### config.mk
export PLATFORM = sky130hd
export DESIGN_NAME = chop_ctrl
export DESIGN_NICKNAME = d
export VERILOG_FILES = /design/src/rtl/chop_pkg.sv /design/src/rtl/chop_cnt.sv /design/src/rtl/chop_sr_gate.sv /design/src/rtl/chop_ctrl.sv
export SDC_FILE = /design/constraint.sdc
export NUM_CORES = 1
export LEC_CHECK = 0
export BUFFER_PORTS_ARGS = -buffer_cell sky130_fd_sc_hd__clkbuf_2
export CELL_PAD_IN_SITES_DETAIL_PLACEMENT = 1
export CELL_PAD_IN_SITES_GLOBAL_PLACEMENT = 2
export CORE_ASPECT_RATIO = 0.75
export CORE_MARGIN = 2
export CORE_UTILIZATION = 38
export CTS_CLUSTER_DIAMETER = 60
export DETAILED_ROUTE_END_ITERATION = 10
export GPL_TIMING_DRIVEN = 0
export HOLD_SLACK_MARGIN = 0.1
export PLACE_DENSITY_LB_ADDON = 0.1
export SYNTH_ARGS = -nofsm -noshare
export SYNTH_HDL_FRONTEND = slang
export SYNTH_HIERARCHICAL = 1
export SYNTH_SLANG_ARGS = --single-unit
### constraint.sdc
create_clock -name clk -period 3.3 [get_ports clk]
set_input_delay 0.165 -clock clk [delete_from_list [all_inputs] [get_ports clk]]
set_output_delay 0.165 -clock clk [all_outputs]
set_load 0.01 [all_outputs]
### src/rtl/chop_pkg.sv
package chop_pkg;
  typedef enum logic [2:0] {
    PH_IDLE = 3'd0,
    PH_ON   = 3'd1,
    PH_DEAD = 3'd2,
    PH_FAST = 3'd3,
    PH_SLOW = 3'd4
  } chop_phase_t;
endpackage

### src/rtl/chop_cnt.sv
// Saturating up-counter with synchronous clear.
module chop_cnt #(
  parameter int MAXV = 1,
  parameter int W    = 1
) (
  input  logic         clk,
  input  logic         rst,
  input  logic         clr,
  input  logic         en,
  output logic [W-1:0] val
);
  always_ff @(posedge clk) begin
    if (rst || clr)
      val <= '0;
    else if (en && (val != W'(MAXV)))
      val <= val + 1'b1;
  end
endmodule

### src/rtl/chop_sr_gate.sv
// Rectification enable: only in decay phases, withdrawn after zero current.
module chop_sr_gate (
  input  logic clk,
  input  logic rst,
  input  logic in_off,
  input  logic enter_on,
  input  logic zero_cur,
  input  logic nxt_decay,
  output logic sr_en
);
  logic zc_seen;
  logic zc_now;

  assign zc_now = in_off && zero_cur;

  always_ff @(posedge clk) begin
    if (rst || enter_on)
      zc_seen <= 1'b0;
    else if (zc_now)
      zc_seen <= 1'b1;
  end

  always_ff @(posedge clk) begin
    if (rst)
      sr_en <= 1'b0;
    else
      sr_en <= nxt_decay && !zc_seen && !zc_now;
  end
endmodule

### src/rtl/chop_ctrl.sv
module chop_ctrl
  import chop_pkg::*;
#(
  parameter int BLANK_CYC = 750,
  parameter int OFF_CYC   = 6250,
  parameter int DEAD_CYC  = 100
) (
  input  logic       clk,
  input  logic       rst,
  input  logic       drive_req,
  input  logic       trip,
  input  logic       zero_cur,
  output logic [2:0] phase_o,
  output logic       chop_o,
  output logic       sr_o
);
  localparam int HALF_CYC = OFF_CYC / 2;
  localparam int BW = (BLANK_CYC < 1) ? 1 : $clog2(BLANK_CYC + 1);
  localparam int OW = $clog2(OFF_CYC + 1);
  localparam int DW = (DEAD_CYC < 2) ? 1 : $clog2(DEAD_CYC + 1);

  chop_phase_t phase_q, tgt_q, nxt_ph, nxt_tgt;
  logic        chop_q, nxt_chop;
  logic [BW-1:0] blank_v;
  logic [OW-1:0] off_v;
  logic [DW-1:0] dead_v;
  logic blank_done, dead_done, fast_end, slow_end;
  logic trip_take, dead_clr, enter_on, nxt_decay;

  assign blank_done = (blank_v == BW'(BLANK_CYC));
  assign dead_done  = (dead_v  == DW'(DEAD_CYC - 1));
  assign fast_end   = (off_v   == OW'(HALF_CYC - 1));
  assign slow_end   = (off_v   == OW'(OFF_CYC - 1));
  assign trip_take  = drive_req && (phase_q == PH_ON) && blank_done && trip;

  always_comb begin
    nxt_ph  = phase_q;
    nxt_tgt = tgt_q;
    if (!drive_req) begin
      if (phase_q == PH_DEAD && tgt_q == PH_IDLE) begin
        if (dead_done) nxt_ph = PH_IDLE;
      end else if (phase_q != PH_IDLE) begin
        nxt_ph  = PH_DEAD;
        nxt_tgt = PH_IDLE;
      end
    end else begin
      unique case (phase_q)
        PH_IDLE: begin
          nxt_ph  = PH_DEAD;
          nxt_tgt = PH_ON;
        end
        PH_DEAD: if (dead_done) nxt_ph = tgt_q;
        PH_ON: if (trip_take) begin
          nxt_ph  = PH_DEAD;
          nxt_tgt = PH_FAST;
        end
        PH_FAST: if (fast_end) begin
          nxt_ph  = PH_DEAD;
          nxt_tgt = PH_SLOW;
        end
        PH_SLOW: if (slow_end) begin
          nxt_ph  = PH_DEAD;
          nxt_tgt = PH_ON;
        end
        default: nxt_ph = PH_IDLE;
      endcase
    end
  end

  assign nxt_decay = (nxt_ph == PH_FAST) || (nxt_ph == PH_SLOW);
  assign nxt_chop  = nxt_decay ||
                     ((nxt_ph == PH_DEAD) && ((nxt_tgt == PH_FAST) || (nxt_tgt == PH_SLOW)));
  assign dead_clr  = (nxt_ph == PH_DEAD) && ((phase_q != PH_DEAD) || (nxt_tgt != tgt_q));
  assign enter_on  = (nxt_ph == PH_ON) && (phase_q != PH_ON);

  always_ff @(posedge clk) begin
    if (rst) begin
      phase_q <= PH_IDLE;
      tgt_q   <= PH_IDLE;
      chop_q  <= 1'b0;
    end else begin
      phase_q <= nxt_ph;
      tgt_q   <= nxt_tgt;
      chop_q  <= nxt_chop;
    end
  end

  chop_cnt #(.MAXV(BLANK_CYC), .W(BW)) u_blank (
    .clk(clk), .rst(rst), .clr(phase_q != PH_ON), .en(phase_q == PH_ON), .val(blank_v));

  chop_cnt #(.MAXV(OFF_CYC), .W(OW)) u_off (
    .clk(clk), .rst(rst), .clr(trip_take), .en(chop_q), .val(off_v));

  chop_cnt #(.MAXV(DEAD_CYC), .W(DW)) u_dead (
    .clk(clk), .rst(rst), .clr(dead_clr), .en(phase_q == PH_DEAD), .val(dead_v));

  chop_sr_gate u_sr (
    .clk(clk), .rst(rst), .in_off(chop_q), .enter_on(enter_on),
    .zero_cur(zero_cur), .nxt_decay(nxt_decay), .sr_en(sr_o));

  assign phase_o = phase_q;
  assign chop_o  = chop_q;
endmodule

* Yosys cells after proc, flatten, opt, wreduce, memory -nomap -nowiden
Cells that the tools add are included.
** Word-level totals
- Output and inout bits :: 5
- Word-level logic and storage cells :: 73
- Bits of input ports :: 5
- Register bits :: 39
** Operators by class
- Equality and inequality tests :: 20
- Multiplexer cells :: 16
- Reductions and logical operators :: 26
- $add $sub $neg :: 3
** Operators with widths (number)
- two-way mux 3 bit :: 14
- equality test 3 x 2 -> 1 bit (second input constant) :: 5
- one-hot mux 3 bit (5 select lines) :: 1
- adder 13 x 1 -> 13 bit (second input constant) :: 1
- equality test 13 x 12 -> 1 bit (second input constant) :: 1
- equality test 13 bit (second input constant) :: 1
- logical AND 1 bit :: 13
- inequality test 13 bit (second input constant) :: 1
- one-hot mux 3 bit (4 select lines) :: 1
- adder 10 x 1 -> 10 bit (second input constant) :: 1
- equality test 10 bit (second input constant) :: 1
- inequality test 10 bit (second input constant) :: 1
- equality test 3 bit (second input constant) :: 3
- logical OR 1 bit :: 8
- adder 7 x 1 -> 7 bit (second input constant) :: 1
- equality test 7 bit (second input constant) :: 1
- inequality test 7 bit (second input constant) :: 1
- equality test 3 x 1 -> 1 bit (second input constant) :: 2
- zero test 3 bit :: 2
- inequality test 3 x 1 -> 1 bit (second input constant) :: 1
- inequality test 3 x 2 -> 1 bit (second input constant) :: 1
- inequality test 3 bit :: 1
- nonzero test 3 bit :: 1
- zero test 1 bit :: 2

* Longest topological paths before layout
Gate-level depths: netlist of run 1.
- Depth after elaboration :: 11
- Depth in mapped cells :: 10
- Gate-level depth less buffers :: 9

* Hierarchy
Netlist of run 1, hierarchy kept.
** By module, submodules not included
- chop_ctrl :: instances 1, seq. area each 140.1 um^2, area an instance 762.0 um^2, cells an instance 93
- chop_cnt (u_off) :: instances 1, seq. area each 260.2 um^2, area an instance 699.4 um^2, cells an instance 83
- chop_cnt (u_blank) :: instances 1, seq. area each 200.2 um^2, area an instance 573.0 um^2, cells an instance 68
- chop_cnt (u_dead) :: instances 1, seq. area each 140.1 um^2, area an instance 371.6 um^2, cells an instance 43
- chop_sr_gate :: instances 1, seq. area each 40.0 um^2, area an instance 62.6 um^2, cells an instance 5

* Worst setup path before layout of run 1
No wires, ideal clock.
- Path type :: reg-to-reg
- Start :: register phase_q[0], in the netlist phase_o[0]
- End :: register u_dead.val[2]
- Buffers on the path :: 1
- Cell stages (with the launch flop) :: 10
- Period minus slack after synthesis :: 2512 ps
- Arrival :: 2434 ps
- Setup slack :: 788 ps
- Setup time :: 78 ps
- Data required time :: 3222 ps
- Cell sequence :: dfxtp_1 > buf_4 > or3b_4 > nor4_4 > o22ai_2 > o21ai_0 > o2111ai_1 > and3_1 > or2_2 > nor3_1
** Between the ends
- Cells in the longest elaborated chain, start to end :: 11
- Elaborated cells on any way between the ends :: 31
- Classes of those cells :: eq/ne (7); mux (14); reduce/logical (10)
** Ends and longest elaborated chain
- from (decl) :: line chop_ctrl.sv:22 : chop_phase_t phase_q, tgt_q, nxt_ph, nxt_tgt;
- from (signal assigned) :: line chop_ctrl.sv:82 : phase_q <= nxt_ph;
- equality test 3 x 1 -> 1 bit * :: line chop_ctrl.sv:34 : assign trip_take = drive_req && (phase_q == PH_ON) && blank_done && trip;
- logical AND 1 bit * (3 in a row) :: line chop_ctrl.sv:34
- named net trip_take :: line chop_ctrl.sv:28 : logic trip_take, dead_clr, enter_on, nxt_decay;
- two-way mux 3 bit :: line chop_ctrl.sv:53 : PH_ON: if (trip_take) begin
- one-hot mux 3 bit (4 select lines) :: line chop_ctrl.sv:47 : unique case (phase_q)
- two-way mux 3 bit :: line chop_ctrl.sv:39 : if (!drive_req) begin
- inequality test 3 bit :: line chop_ctrl.sv:73 : assign dead_clr = (nxt_ph == PH_DEAD) && ((phase_q != PH_DEAD) || (nxt_tgt != tgt_q));
- logical OR 1 bit :: line chop_ctrl.sv:73
- logical AND 1 bit * :: line chop_ctrl.sv:73
- named net dead_clr :: line chop_ctrl.sv:28
- logical OR 1 bit * :: line chop_cnt.sv:13 : if (rst || clr)
- to (signal assigned) :: line chop_cnt.sv:16 : val <= val + 1'b1;
- to (decl) :: line chop_cnt.sv:10 : output logic [W-1:0] val
The timed path passes the listed nets; every way through them passes the cells marked *.
A chain may end at the register's enable or synchronous reset.

* Worst setup path after layout of run 1
- Start :: register phase_q[1], in the netlist phase_o[1]
- End :: register u_dead.val[2]
** Between the ends
- Cells in the longest elaborated chain, start to end :: 11
- Elaborated cells on any way between the ends :: 31
- Classes of those cells :: eq/ne (7); mux (14); reduce/logical (10)
** Ends and longest elaborated chain (line)
- equality test 3 x 1 -> 1 bit :: chop_ctrl.sv:34, chop_ctrl.sv:47
- logical AND 1 bit (3 in a row) :: chop_ctrl.sv:34
- two-way mux 3 bit :: chop_ctrl.sv:53
- one-hot mux 3 bit (4 select lines) :: chop_ctrl.sv:47
- two-way mux 3 bit :: chop_ctrl.sv:39
- inequality test 3 bit :: chop_ctrl.sv:73
- logical OR 1 bit :: chop_ctrl.sv:73
- logical AND 1 bit * :: chop_ctrl.sv:73
- named net dead_clr :: chop_ctrl.sv:28
- logical OR 1 bit * :: chop_cnt.sv:13
Marks and branches as above.

==> flow_results.xml, run 1 <==
<?xml version="1.0" encoding="UTF-8"?>
<metrics>
  <group name="logic_synthesis">
    <metric name="synthesized_area_fraction_occupied_by_ao_oa_aoi_and_oai_cells" unit="">0.193</metric>
    <metric name="muxShareOfSynthArea" unit="">0.0243</metric>
    <metric name="yosys-top-cells-count" unit="">sky130_fd_sc_hd__dfxtp_1, sky130_fd_sc_hd__nand2_1, sky130_fd_sc_hd__a21oi_1</metric>
    <metric name="post-synth-top-count-cell" unit="">sky130_fd_sc_hd__dfxtp_1</metric>
    <metric name="synth.top_cells.by_area" unit="">sky130_fd_sc_hd__dfxtp_1, sky130_fd_sc_hd__a21oi_1, sky130_fd_sc_hd__nand2_1, sky130_fd_sc_hd__nand4_1, sky130_fd_sc_hd__nand3_1</metric>
    <metric name="synth.yosys.seq_area_share" unit="">0.316</metric>
    <metric name="synthXorXnorAreaFrac" unit="">0.0106</metric>
    <metric name="yosys.area.top_type" unit="">sky130_fd_sc_hd__dfxtp_1</metric>
    <metric name="syn-cell-area" unit="um2">2470</metric>
    <metric name="mappedNetlistNets" unit="">303</metric>
    <metric name="prevailing_post_synth_register_cell" unit="">sky130_fd_sc_hd__dfxtp_1</metric>
    <metric name="synthesis.instances" unit="">292</metric>
    <metric name="synthesis.area_per_instance" unit="um2">8.45</metric>
    <metric name="synth.top_cell.area_share" unit="">0.316</metric>
    <metric name="dominant_combinational_cell_family_by_area_after_synthesis" unit="">simple AND/OR/NAND/NOR gates</metric>
    <metric name="postSynthRegisterBits" unit="">39</metric>
    <metric name="synthArstFlopShare" unit="">0</metric>
    <metric name="synth.distinct_cells" unit="">69</metric>
    <metric name="post_synth_fa_ha_maj_area_fraction" unit="">0.0304</metric>
    <metric name="synth-edff-count" unit="">0</metric>
    <metric name="synthesis.yosys.warnings" unit="">6</metric>
    <metric name="synth_simple_gate_area_frac" unit="">0.375</metric>
  </group>
  <group name="timing">
    <metric name="final.period_utilization" unit="">0.874</metric>
    <metric name="max_slew.worst_pin.slew" unit="ns">1.06</metric>
    <metric name="post-route-worst-setup-slack" unit="ns">0.415</metric>
    <metric name="timing.final.max_slew_violations" unit="">0</metric>
    <metric name="setup_viol" unit="">0</metric>
    <metric name="grt_setup_unrepaired" unit="">false</metric>
    <metric name="timing.max_slew.rel_slack" unit="">0.292</metric>
    <metric name="period_needed" unit="ns">2.89</metric>
    <metric name="clock-skew-final" unit="ns">0.0117</metric>
    <metric name="fmax" unit="GHz">0.347</metric>
    <metric name="setup_total_negative_slack" unit="ns">0</metric>
    <metric name="finalHoldViolCount" unit="">0</metric>
  </group>
  <group name="critical_path">
    <metric name="cp.required" unit="ns">3.52</metric>
    <metric name="crit_path_end_kind" unit="">flop</metric>
    <metric name="worst-endpoint-arrival" unit="ns">3.10</metric>
    <metric name="critPathMaxFanout" unit="">9</metric>
    <metric name="setup.worst_path.start_class" unit="">flop</metric>
    <metric name="class_of_the_most_critical_setup_path" unit="">flop to flop</metric>
  </group>
  <group name="layout">
    <metric name="post_route_cells_drive_above_1_share" unit="">0.142</metric>
    <metric name="flow.area_growth_from_synthesis" unit="%">9.38</metric>
    <metric name="nNetsFinal" unit="">319</metric>
    <metric name="antenna_cells" unit="">0</metric>
    <metric name="final_core_utilization" unit="">0.429</metric>
    <metric name="filler_cell_count" unit="">764</metric>
    <metric name="stdcell_area" unit="um2">2700</metric>
  </group>
  <group name="clock_tree">
    <metric name="numCtsBuffers" unit="">5</metric>
    <metric name="htree_num_levels" unit="">2</metric>
    <metric name="clkSlewWorstSetupHoldPaths" unit="ns">0.09</metric>
    <metric name="post-cts-setup-buffer-count" unit="">0</metric>
    <metric name="root_buffer" unit="">sky130_fd_sc_hd__clkbuf_8</metric>
    <metric name="cts.sink_count" unit="">39</metric>
    <metric name="tritoncts" unit="">done</metric>
    <metric name="cts.repair.resized" unit="">0</metric>
    <metric name="ctsHoldBuffers" unit="">0</metric>
    <metric name="cts.path.max_buffers" unit="">2</metric>
    <metric name="clock_latency" unit="ns">0.30</metric>
  </group>
  <group name="power">
    <metric name="peakVddDrop" unit="V">0.000183</metric>
    <metric name="p_sw_frac" unit="">0.265</metric>
    <metric name="total_leakage_power" unit="nW">0.860</metric>
    <metric name="p_per_area" unit="nW/um2">323</metric>
    <metric name="power_frac_clock" unit="">0.387</metric>
    <metric name="total_power" unit="mW">0.873</metric>
    <metric name="seq_power_share" unit="">0.547</metric>
    <metric name="combinationalPowerShare" unit="">0.065</metric>
    <metric name="power.net_switching" unit="mW">0.232</metric>
    <metric name="power.internal" unit="mW">0.641</metric>
  </group>
  <group name="status">
    <metric name="run_status" unit="">finished, final reports clean</metric>
  </group>
  <group name="global_route">
    <metric name="antenna_found_initial" unit="">0</metric>
    <metric name="grt_pass1_vias" unit="">2320</metric>
    <metric name="grt_util_all_layers" unit="">0.207</metric>
    <metric name="global_route_wire_length_before_repair" unit="mm">11.9</metric>
    <metric name="grt_start_max_net_pins" unit="">20</metric>
    <metric name="grt.overflow.total" unit="">0</metric>
  </group>
  <group name="placement">
    <metric name="placement.cell_area" unit="um2">2620</metric>
    <metric name="gp_congestion" unit="">0.801</metric>
    <metric name="dpl_worst_slack" unit="ns">0.409</metric>
    <metric name="sum_of_net_half_perimeters_after_detailed_placement" unit="mm">5.12</metric>
    <metric name="buffer_ports.inserted" unit="">9</metric>
  </group>
  <group name="drt">
    <metric name="antenna_left" unit="">0</metric>
    <metric name="firstDrtPassIters" unit="">4</metric>
    <metric name="dr_total_vias" unit="">2334</metric>
    <metric name="drc" unit="">0</metric>
    <metric name="drt_iter0_markers" unit="">115</metric>
    <metric name="viasPerCell" unit="">5.98</metric>
    <metric name="routed_wirelength" unit="mm">6.93</metric>
    <metric name="route.detailed.wl_per_inst" unit="um">17.8</metric>
  </group>
  <group name="min_path">
    <metric name="hold_class" unit="">input port to flop</metric>
  </group>
  <group name="floorplan">
    <metric name="num_io_pins" unit="">10</metric>
    <metric name="core-area" unit="um2">6290</metric>
    <metric name="floorplan.die_area" unit="um2">7160</metric>
    <metric name="chipHeight" unit="um">73.8</metric>
    <metric name="floorplan.rows" unit="">25</metric>
    <metric name="initial_utilization" unit="">0.393</metric>
    <metric name="die-width" unit="um">97.1</metric>
  </group>
  <group name="flow_run">
    <metric name="cap_violations" unit="">0</metric>
  </group>
</metrics>
==> worst max-delay path, stage by stage, from the launching register on <==
cell and delay [ns]:
sky130_fd_sc_hd__dfxtp_1 0.47, sky130_fd_sc_hd__nor3b_1 0.89, sky130_fd_sc_hd__nand4_1 0.21, sky130_fd_sc_hd__a21oi_1 0.32, sky130_fd_sc_hd__a311oi_1 0.11, sky130_fd_sc_hd__and3_1 0.25, sky130_fd_sc_hd__or2_2 0.36, sky130_fd_sc_hd__nor3_1 0.20
==> per-layer routing <==
layer	vias to the layer above	wire length, um	GRT usage
met3	2	257	0.0371
met1	1133	3670	0.303
met5	-	0	0
met4	0	27	0.0329
li1	1165	-	-
met2	34	2970	0.324
==> metrics by stage <==
step	instances	hold WS (ns)
6_report	390	0.203
4_1_cts	390	0.191
3_3_place_gp	382	0.458
2_1_floorplan	292	0.237
5_1_grt	390	0.226
3_5_place_dp	382	0.487
==> path summary, 6_finish.rpt <==
check / start / to / cells after the start / slack (ns)
worst max-delay path: phase_o[1] / u_dead/val[2] / 7 / 0.41
worst min-delay path: zero_cur / u_sr/zc_seen / 3 / 0.20
worst max register to register: phase_o[1] / u_dead/val[2] / 7 / 0.41
worst min register to register: u_off/val[11] / u_off/val[11] / 2 / 0.50
==> power groups by stage <==
stage / Combinational (mW) / Clock (mW) / Sequential (mW)
floorplan: 0.0377 / 0 / 0.487
global placement: 0.0568 / 0 / 0.489
detailed placement: 0.0574 / 0 / 0.489
CTS: 0.0575 / 0.345 / 0.478
global route: 0.0630 / 0.365 / 0.479
finish: 0.0570 / 0.338 / 0.478
==> kinds of logic after synthesis <==
family	after synthesis
buffers and inverters	28
flip-flops	39
XOR/XNOR	3
AO/OA/AOI/OAI	69
multiplexers	6
AND/OR/NAND/NOR	141
adder cells (fa/ha/maj)	6
==> flip-flops by register name, indices dropped and copies added (netlist names) <==
signal / count
tgt_q: 3
u_sr/sr_en: 1
u_dead/val: 7
u_sr/zc_seen: 1
u_blank/val: 10
phase_o: 3
u_off/val: 13
chop_o: 1
==> cell type report <==
class	count	area, um2	share of cell area
repair buffers	9	45.0	0.0167
plain buffers	10	58.8	0.0218
clock inverters	2	12.5	0.00463
inverters	18	67.6	0.0250
flip-flops and latches	39	781	0.289
well taps	81	101	0.0375
clock buffers	6	72.6	0.0269
multi-input cells	225	1560	0.578
==> placed cells by master (no fill, tap or decap), drive strengths merged, types with 4 or more instances in the layout <==
cell	n
a31oi	5
or3	10
or2	4
nand2	25
clkbuf	20
nor2	11
buf	5
inv	18
dfxtp	39
nor4b	6
a21oi	22
o31ai	6
ha	6
nand4	14
nor3	9
or4	7
mux2i	6
nand3	16
nor4	7
and2	4
o21ai	14
Note: power is estimated with default switching activity, not from simulation.
==> run 2: changes to the inputs <==
- RECOVER_POWER: default -> 50
==> run 2 against run 1 <==
Compared with the run above:
- final cell count unchanged
- maximum frequency up 0.29%
- utilization down 0.36 points
- total power fell by 0.65%
- flip-flop and latch count stayed put
- via count rose by 0.51%
- die area unchanged
- global-route usage is the same
- critical endpoint unchanged
- wire length shrank 0.43%
- first-iteration DRC count fell by 24%
- critical path type unchanged
- combinational power is 1% lower
- clock power is 1% lower
==> flow_results.xml, run 2 (same netlist as run 1, synthesis figures left out) <==
<?xml version="1.0" encoding="UTF-8"?>
<metrics>
  <group name="status">
    <metric name="run_status" unit="">finished, final reports clean</metric>
  </group>
  <group name="layout">
    <metric name="antenna_cells" unit="">0</metric>
    <metric name="largest_register_ffs" unit="">13</metric>
    <metric name="nNetsFinal" unit="">319</metric>
    <metric name="post_route_cells_drive_above_1_share" unit="">0.113</metric>
    <metric name="most_flop_heavy_register" unit="">u_off/val</metric>
    <metric name="registers_with_the_highest_flip_flop_counts" unit="">u_off/val (13), u_blank/val (10), u_dead/val (7)</metric>
    <metric name="flow.area_growth_from_synthesis" unit="%">8.46</metric>
    <metric name="most-common-layout-cells" unit="">sky130_fd_sc_hd__dfxtp_1, sky130_fd_sc_hd__nand2_1, sky130_fd_sc_hd__a21oi_1</metric>
    <metric name="final_common_cell" unit="">sky130_fd_sc_hd__dfxtp_1</metric>
  </group>
  <group name="clock_tree">
    <metric name="htree_num_levels" unit="">2</metric>
    <metric name="cts.sink_count" unit="">39</metric>
    <metric name="ctsHoldBuffers" unit="">0</metric>
    <metric name="cts.path.max_buffers" unit="">2</metric>
    <metric name="root_buffer" unit="">sky130_fd_sc_hd__clkbuf_8</metric>
    <metric name="cts.repair.resized" unit="">0</metric>
    <metric name="clkSlewWorstSetupHoldPaths" unit="ns">0.08</metric>
    <metric name="post-cts-setup-buffer-count" unit="">0</metric>
    <metric name="tritoncts" unit="">done</metric>
    <metric name="clock_latency" unit="ns">0.29</metric>
    <metric name="numCtsBuffers" unit="">5</metric>
  </group>
  <group name="floorplan">
    <metric name="floorplan.rows" unit="">25</metric>
    <metric name="die-width" unit="um">97.1</metric>
    <metric name="core-area" unit="um2">6290</metric>
    <metric name="chipHeight" unit="um">73.8</metric>
    <metric name="floorplan.die_area" unit="um2">7160</metric>
    <metric name="initial_utilization" unit="">0.393</metric>
    <metric name="num_io_pins" unit="">10</metric>
  </group>
  <group name="timing">
    <metric name="timing.final.max_slew_violations" unit="">0</metric>
    <metric name="grt_setup_unrepaired" unit="">false</metric>
    <metric name="timing.max_slew.rel_slack" unit="">0.293</metric>
    <metric name="setup_viol" unit="">0</metric>
    <metric name="finalHoldViolCount" unit="">0</metric>
    <metric name="max_slew.worst_pin.slew" unit="ns">1.06</metric>
    <metric name="clock-skew-final" unit="ns">0.00721</metric>
    <metric name="setup_total_negative_slack" unit="ns">0</metric>
    <metric name="period_needed" unit="ns">2.88</metric>
    <metric name="fmax" unit="GHz">0.348</metric>
    <metric name="final.period_utilization" unit="">0.872</metric>
  </group>
  <group name="drt">
    <metric name="route.detailed.wl_per_inst" unit="um">17.7</metric>
    <metric name="drc" unit="">0</metric>
    <metric name="routed_wirelength" unit="mm">6.90</metric>
    <metric name="dr_total_vias" unit="">2346</metric>
    <metric name="drt_iter0_markers" unit="">87</metric>
    <metric name="firstDrtPassIters" unit="">4</metric>
    <metric name="antenna_left" unit="">0</metric>
    <metric name="viasPerCell" unit="">6.02</metric>
  </group>
  <group name="critical_path">
    <metric name="crit_path_end_kind" unit="">flop</metric>
    <metric name="ff2ff_path_depth" unit="">9</metric>
    <metric name="cp.required" unit="ns">3.52</metric>
    <metric name="timing.critical_path.max_delay_family" unit="">simple AND/OR/NAND/NOR gates</metric>
    <metric name="critPathMaxFanout" unit="">10</metric>
    <metric name="cp_num_cells" unit="">9</metric>
    <metric name="timing.critical_path.slowest_stage_cell" unit="">sky130_fd_sc_hd__nor4_4</metric>
    <metric name="class_of_the_most_critical_setup_path" unit="">flop to flop</metric>
    <metric name="critical_path_buf_inv_count" unit="">1</metric>
    <metric name="worst-endpoint-arrival" unit="ns">3.09</metric>
    <metric name="crit_chain" unit="">buf_6 &gt; or3b_1 &gt; nor4_4 &gt; o22ai_2 &gt; o21ai_0 &gt; o2111ai_1 &gt; and3_1 &gt; or2_2 &gt; nor3_1</metric>
    <metric name="critPathMaxStageDelay" unit="ns">0.51</metric>
    <metric name="setup.worst_path.start_class" unit="">flop</metric>
  </group>
  <group name="placement">
    <metric name="buffer_ports.inserted" unit="">9</metric>
    <metric name="gp_congestion" unit="">0.801</metric>
    <metric name="sum_of_net_half_perimeters_after_detailed_placement" unit="mm">5.12</metric>
  </group>
  <group name="min_path">
    <metric name="hold_class" unit="">input port to flop</metric>
    <metric name="whs_path_depth" unit="">3</metric>
  </group>
  <group name="global_route">
    <metric name="grt_start_max_net_pins" unit="">20</metric>
    <metric name="grt_util_all_layers" unit="">0.207</metric>
    <metric name="antenna_found_initial" unit="">0</metric>
    <metric name="grt.overflow.total" unit="">0</metric>
    <metric name="global_route_wire_length_before_repair" unit="mm">11.9</metric>
    <metric name="grt_pass1_vias" unit="">2320</metric>
  </group>
  <group name="power">
    <metric name="peakVddDrop" unit="V">0.000180</metric>
    <metric name="total_leakage_power" unit="nW">0.828</metric>
    <metric name="p_per_area" unit="nW/um2">324</metric>
    <metric name="total_power" unit="mW">0.867</metric>
  </group>
  <group name="flow_run">
    <metric name="cap_violations" unit="">0</metric>
  </group>
</metrics>
run 2: final timing paths:
kind                                    start            end  slack [ns]
worst max-delay path               phase_o[2]  u_dead/val[2]        0.42
worst min register to register  u_off/val[11]  u_off/val[11]        0.50
worst max register to register     phase_o[2]  u_dead/val[2]        0.42
worst min-delay path                 zero_cur   u_sr/zc_seen        0.20
run 2: cell type report:
class	instances	area [um2]
clock buffers	6	72.6
fillers	768	3610
clock inverters	2	12.5
multi-input cells	225	1550
inverters	18	67.6
plain buffers	10	51.3
flip-flops and latches	39	781
well taps	81	101
repair buffers	9	38.8
run 2: report_power, final:
part	total [mW]	leakage (nW)	switching, mW	internal (mW)
Combinational	0.0564	0.472	0.0369	0.0194
Clock	0.333	0.0412	0.185	0.148
Sequential	0.478	0.315	0.00454	0.473
Total	0.867	0.828	0.226	0.641
run 2: worst reg2reg max path, stage by stage, from the launching register on:
cell                        delay (ns)
sky130_fd_sc_hd__dfxtp_1          0.35
sky130_fd_sc_hd__buf_6            0.15
sky130_fd_sc_hd__or3b_1           0.49
sky130_fd_sc_hd__nor4_4           0.51
sky130_fd_sc_hd__o22ai_2          0.17
sky130_fd_sc_hd__o21ai_0          0.20
sky130_fd_sc_hd__o2111ai_1        0.12
sky130_fd_sc_hd__and3_1           0.25
sky130_fd_sc_hd__or2_2            0.36
sky130_fd_sc_hd__nor3_1           0.20
run 2: metal layers:
layer | GRT usage | share of wire | vias to the layer above
li1 | - | - | 1165
met1 | 0.303 | 0.53 | 1142
met2 | 0.324 | 0.43 | 37
met3 | 0.0371 | 0.035 | 2
met4 | 0.0329 | 0.0039 | 0
met5 | 0 | 0 | -
run 2: per-stage QoR:
stage / std cells / area, um2 / worst slack (ns) / util / hold slack (ns)
after CTS: 390 / 2700 / 0.402 / 0.429 / 0.191
after detailed placement: 382 / 2620 / 0.409 / 0.416 / 0.487
after global routing: 390 / 2680 / 0.136 / 0.426 / 0.226
after floorplan: 292 / 2470 / 0.788 / - / 0.237
final: 390 / 2680 / 0.423 / 0.426 / 0.196
after global placement: 382 / 2620 / 0.434 / 0.416 / 0.458
==> run 3: changes to the inputs <==
- CORE_UTILIZATION: 38 -> 37
- SYNTH_HIERARCHICAL: 1 -> default
==> run 3 against run 2 <==
Compared with the run above:
- global-route usage fell by 3.4 points
- clock power rose by 26%
- hold slack improved by 0.0065 ns
- critical path type unchanged
- cell area fell by 10%
- sequential power barely moved
- via count fell by 19%
- highest routed layer unchanged
- wire length fell by 22%
==> flow_results.xml, run 3 <==
<?xml version="1.0" encoding="UTF-8"?>
<metrics>
  <group name="status">
    <metric name="run_status" unit="">finished, final reports clean</metric>
  </group>
  <group name="logic_synthesis">
    <metric name="yosys-top-cells-count" unit="">sky130_fd_sc_hd__dfxtp_1, sky130_fd_sc_hd__nor2_1, sky130_fd_sc_hd__nand2_1</metric>
    <metric name="synthesis.instances" unit="">259</metric>
    <metric name="synth.yosys.seq_area_share" unit="">0.363</metric>
    <metric name="synthesis.yosys.warnings" unit="">0</metric>
    <metric name="synth.distinct_cells" unit="">48</metric>
    <metric name="synth.top_cell.area_share" unit="">0.363</metric>
    <metric name="synth-edff-count" unit="">0</metric>
    <metric name="synthesis.area_per_instance" unit="um2">8.31</metric>
    <metric name="mappedNetlistNets" unit="">272</metric>
    <metric name="synth.top_cells.by_area" unit="">sky130_fd_sc_hd__dfxtp_1, sky130_fd_sc_hd__nor2_1, sky130_fd_sc_hd__xor2_1, sky130_fd_sc_hd__ha_1, sky130_fd_sc_hd__a21oi_1</metric>
    <metric name="prevailing_post_synth_register_cell" unit="">sky130_fd_sc_hd__dfxtp_1</metric>
    <metric name="postSynthRegisterBits" unit="">39</metric>
    <metric name="yosys.area.top_type" unit="">sky130_fd_sc_hd__dfxtp_1</metric>
    <metric name="syn-cell-area" unit="um2">2150</metric>
    <metric name="post-synth-top-count-cell" unit="">sky130_fd_sc_hd__dfxtp_1</metric>
    <metric name="synthArstFlopShare" unit="">0</metric>
  </group>
  <group name="global_route">
    <metric name="grt_util_all_layers" unit="">0.173</metric>
    <metric name="global_route_wire_length_before_repair" unit="mm">8.83</metric>
    <metric name="grt.overflow.total" unit="">0</metric>
    <metric name="antenna_found_initial" unit="">0</metric>
    <metric name="grt_pass1_vias" unit="">1741</metric>
    <metric name="grt_start_max_net_pins" unit="">13</metric>
  </group>
  <group name="layout">
    <metric name="post_route_cells_drive_above_1_share" unit="">0.0797</metric>
    <metric name="largest_register_ffs" unit="">13</metric>
    <metric name="antenna_cells" unit="">0</metric>
    <metric name="final-seq-area" unit="um2">781</metric>
    <metric name="most-common-layout-cells" unit="">sky130_fd_sc_hd__dfxtp_1, sky130_fd_sc_hd__nor2_1, sky130_fd_sc_hd__nand2_1</metric>
    <metric name="registers_with_the_highest_flip_flop_counts" unit="">u_off.val (13), u_blank.val (10), u_dead.val (7)</metric>
    <metric name="final_common_cell" unit="">sky130_fd_sc_hd__dfxtp_1</metric>
    <metric name="final_core_utilization" unit="">0.422</metric>
    <metric name="filler_cell_count" unit="">706</metric>
    <metric name="most_flop_heavy_register" unit="">u_off.val</metric>
    <metric name="flow.area_growth_from_synthesis" unit="%">11.7</metric>
    <metric name="multi_input_comb_area" unit="um2">1300</metric>
    <metric name="nNetsFinal" unit="">288</metric>
  </group>
  <group name="drt">
    <metric name="drc" unit="">0</metric>
    <metric name="dr_total_vias" unit="">1893</metric>
    <metric name="firstDrtPassIters" unit="">4</metric>
    <metric name="drt_iter0_markers" unit="">113</metric>
    <metric name="viasPerCell" unit="">5.35</metric>
    <metric name="routed_wirelength" unit="mm">5.38</metric>
    <metric name="route.detailed.wl_per_inst" unit="um">15.2</metric>
    <metric name="antenna_left" unit="">0</metric>
  </group>
  <group name="critical_path">
    <metric name="class_of_the_most_critical_setup_path" unit="">flop to flop</metric>
    <metric name="timing.critical_path.slowest_stage_cell" unit="">sky130_fd_sc_hd__or3b_2</metric>
    <metric name="critPathMaxStageDelay" unit="ns">0.50</metric>
    <metric name="worst-endpoint-arrival" unit="ns">2.99</metric>
    <metric name="crit_path_end_kind" unit="">flop</metric>
    <metric name="crit_chain" unit="">clkbuf_1 &gt; or3b_2 &gt; nor4_1 &gt; a311oi_1 &gt; o21ai_0 &gt; a31o_2 &gt; a21oi_1</metric>
    <metric name="setup.worst_path.start_class" unit="">flop</metric>
    <metric name="critical_path_buf_inv_count" unit="">1</metric>
    <metric name="cp.required" unit="ns">3.46</metric>
    <metric name="critPathMaxFanout" unit="">10</metric>
    <metric name="timing.critical_path.max_delay_family" unit="">compound AO/OA/AOI/OAI gates</metric>
  </group>
  <group name="timing">
    <metric name="max_slew.worst_pin.slew" unit="ns">0.700</metric>
    <metric name="timing.final.max_slew_violations" unit="">0</metric>
    <metric name="period_needed" unit="ns">2.83</metric>
    <metric name="clock-skew-final" unit="ns">0.00853</metric>
    <metric name="grt_setup_unrepaired" unit="">false</metric>
    <metric name="post-route-worst-setup-slack" unit="ns">0.475</metric>
    <metric name="finalHoldViolCount" unit="">0</metric>
    <metric name="timing.max_slew.rel_slack" unit="">0.530</metric>
    <metric name="fmax" unit="GHz">0.354</metric>
    <metric name="final.period_utilization" unit="">0.856</metric>
    <metric name="setup_viol" unit="">0</metric>
    <metric name="setup_total_negative_slack" unit="ns">0</metric>
  </group>
  <group name="power">
    <metric name="peakVddDrop" unit="V">0.000204</metric>
    <metric name="p_per_area" unit="nW/um2">400</metric>
    <metric name="total_leakage_power" unit="nW">0.816</metric>
  </group>
  <group name="clock_tree">
    <metric name="root_buffer" unit="">sky130_fd_sc_hd__clkbuf_8</metric>
    <metric name="clkSlewWorstSetupHoldPaths" unit="ns">0.08</metric>
    <metric name="htree_num_levels" unit="">2</metric>
    <metric name="clock_latency" unit="ns">0.29</metric>
    <metric name="cts.sink_count" unit="">39</metric>
    <metric name="ctsHoldBuffers" unit="">0</metric>
    <metric name="cts.path.max_buffers" unit="">2</metric>
    <metric name="cts.repair.resized" unit="">0</metric>
    <metric name="post-cts-setup-buffer-count" unit="">0</metric>
    <metric name="tritoncts" unit="">done</metric>
    <metric name="numCtsBuffers" unit="">5</metric>
  </group>
  <group name="floorplan">
    <metric name="die-width" unit="um">92.1</metric>
    <metric name="num_io_pins" unit="">10</metric>
    <metric name="core-area" unit="um2">5710</metric>
    <metric name="floorplan.die_area" unit="um2">6450</metric>
    <metric name="chipHeight" unit="um">70.1</metric>
    <metric name="initial_utilization" unit="">0.377</metric>
    <metric name="floorplan.rows" unit="">24</metric>
  </group>
  <group name="flow_run">
    <metric name="cap_violations" unit="">0</metric>
  </group>
  <group name="placement">
    <metric name="sum_of_net_half_perimeters_after_detailed_placement" unit="mm">4.08</metric>
    <metric name="dpl_worst_slack" unit="ns">0.594</metric>
    <metric name="gp_congestion" unit="">0.835</metric>
    <metric name="buffer_ports.inserted" unit="">9</metric>
  </group>
  <group name="min_path">
    <metric name="hold_class" unit="">input port to flop</metric>
  </group>
</metrics>
[run 3: cell types whose count changed in the layout (fill, tap and decap cells not counted), moves of 5 or more]
cell	previous run	this run
sky130_fd_sc_hd__nor2_1	11	35
sky130_fd_sc_hd__xor2_1	3	15
sky130_fd_sc_hd__inv_1	18	7
sky130_fd_sc_hd__nand4_1	14	5
sky130_fd_sc_hd__xnor2_1	0	9
sky130_fd_sc_hd__o21ai_0	12	6
sky130_fd_sc_hd__or3_1	8	2
sky130_fd_sc_hd__and3_1	3	8
sky130_fd_sc_hd__nor4b_1	5	0
sky130_fd_sc_hd__o31ai_1	6	1
sky130_fd_sc_hd__or4_1	7	2
[run 3: worst reg2reg max path, stage by stage (launching register included)]
cell,delay [ns]
sky130_fd_sc_hd__dfxtp_1,0.38
sky130_fd_sc_hd__clkbuf_1,0.35
sky130_fd_sc_hd__or3b_2,0.50
sky130_fd_sc_hd__nor4_1,0.42
sky130_fd_sc_hd__a311oi_1,0.18
sky130_fd_sc_hd__o21ai_0,0.41
sky130_fd_sc_hd__a31o_2,0.36
sky130_fd_sc_hd__a21oi_1,0.10
[run 3: routing by layer]
metal | wire, um | GRT usage
met4 | 27 | 0.0348
met5 | 0 | 0
met1 | 3160 | 0.279
met3 | 130 | 0.0388
met2 | 2070 | 0.230
[run 3: per-stage QoR]
step,cell area (um2),total power [mW],hold WS (ns),cells
finish,2410,0.963,0.202,354
global route,2410,1.00,0.221,354
CTS,2410,0.976,0.194,354
detailed placement,2300,0.555,0.498,346
global placement,2300,0.555,0.492,346
floorplan,2150,0.534,0.362,259
[run 3: cell type report]
cell class                 count  area share
sequential                    39       0.324
clock buffer                   6      0.0343
clock inverter                 2      0.0146
buffer                         9      0.0172
inverter                       7      0.0109
timing repair buffer           9      0.0161
tap                           78      0.0406
multi-input combinational    204       0.542
[run 3: worst paths after layout]
check,from,endpoint,slack [ns],depth (start not counted)
setup / recovery,phase_o[0],u_dead.val[1],0.47,7
hold / removal,zero_cur,u_sr.sr_en,0.20,3
setup reg to reg,phase_o[0],u_dead.val[1],0.47,7
hold reg to reg,u_blank.val[8],u_blank.val[8],0.51,2
[run 3: logic make-up after synthesis]
group                      count (synthesis)  share of synthesized area
buffers and inverters                     16                     0.0320
xor gates and xnor gates                  24                     0.0976
AOI/OAI and AO/OA                         44                      0.135
DFF                                       39                      0.363
and+or+nand+nor                          126                      0.317
muxes                                      2                    0.00930
adders and majority gates                  8                     0.0465
[run 3: power by group]
group,switching [mW],internal (mW),total (mW)
Sequential,0.00447,0.474,0.479
Combinational,0.0444,0.0220,0.0665
Clock,0.173,0.245,0.418
Total,0.222,0.741,0.963
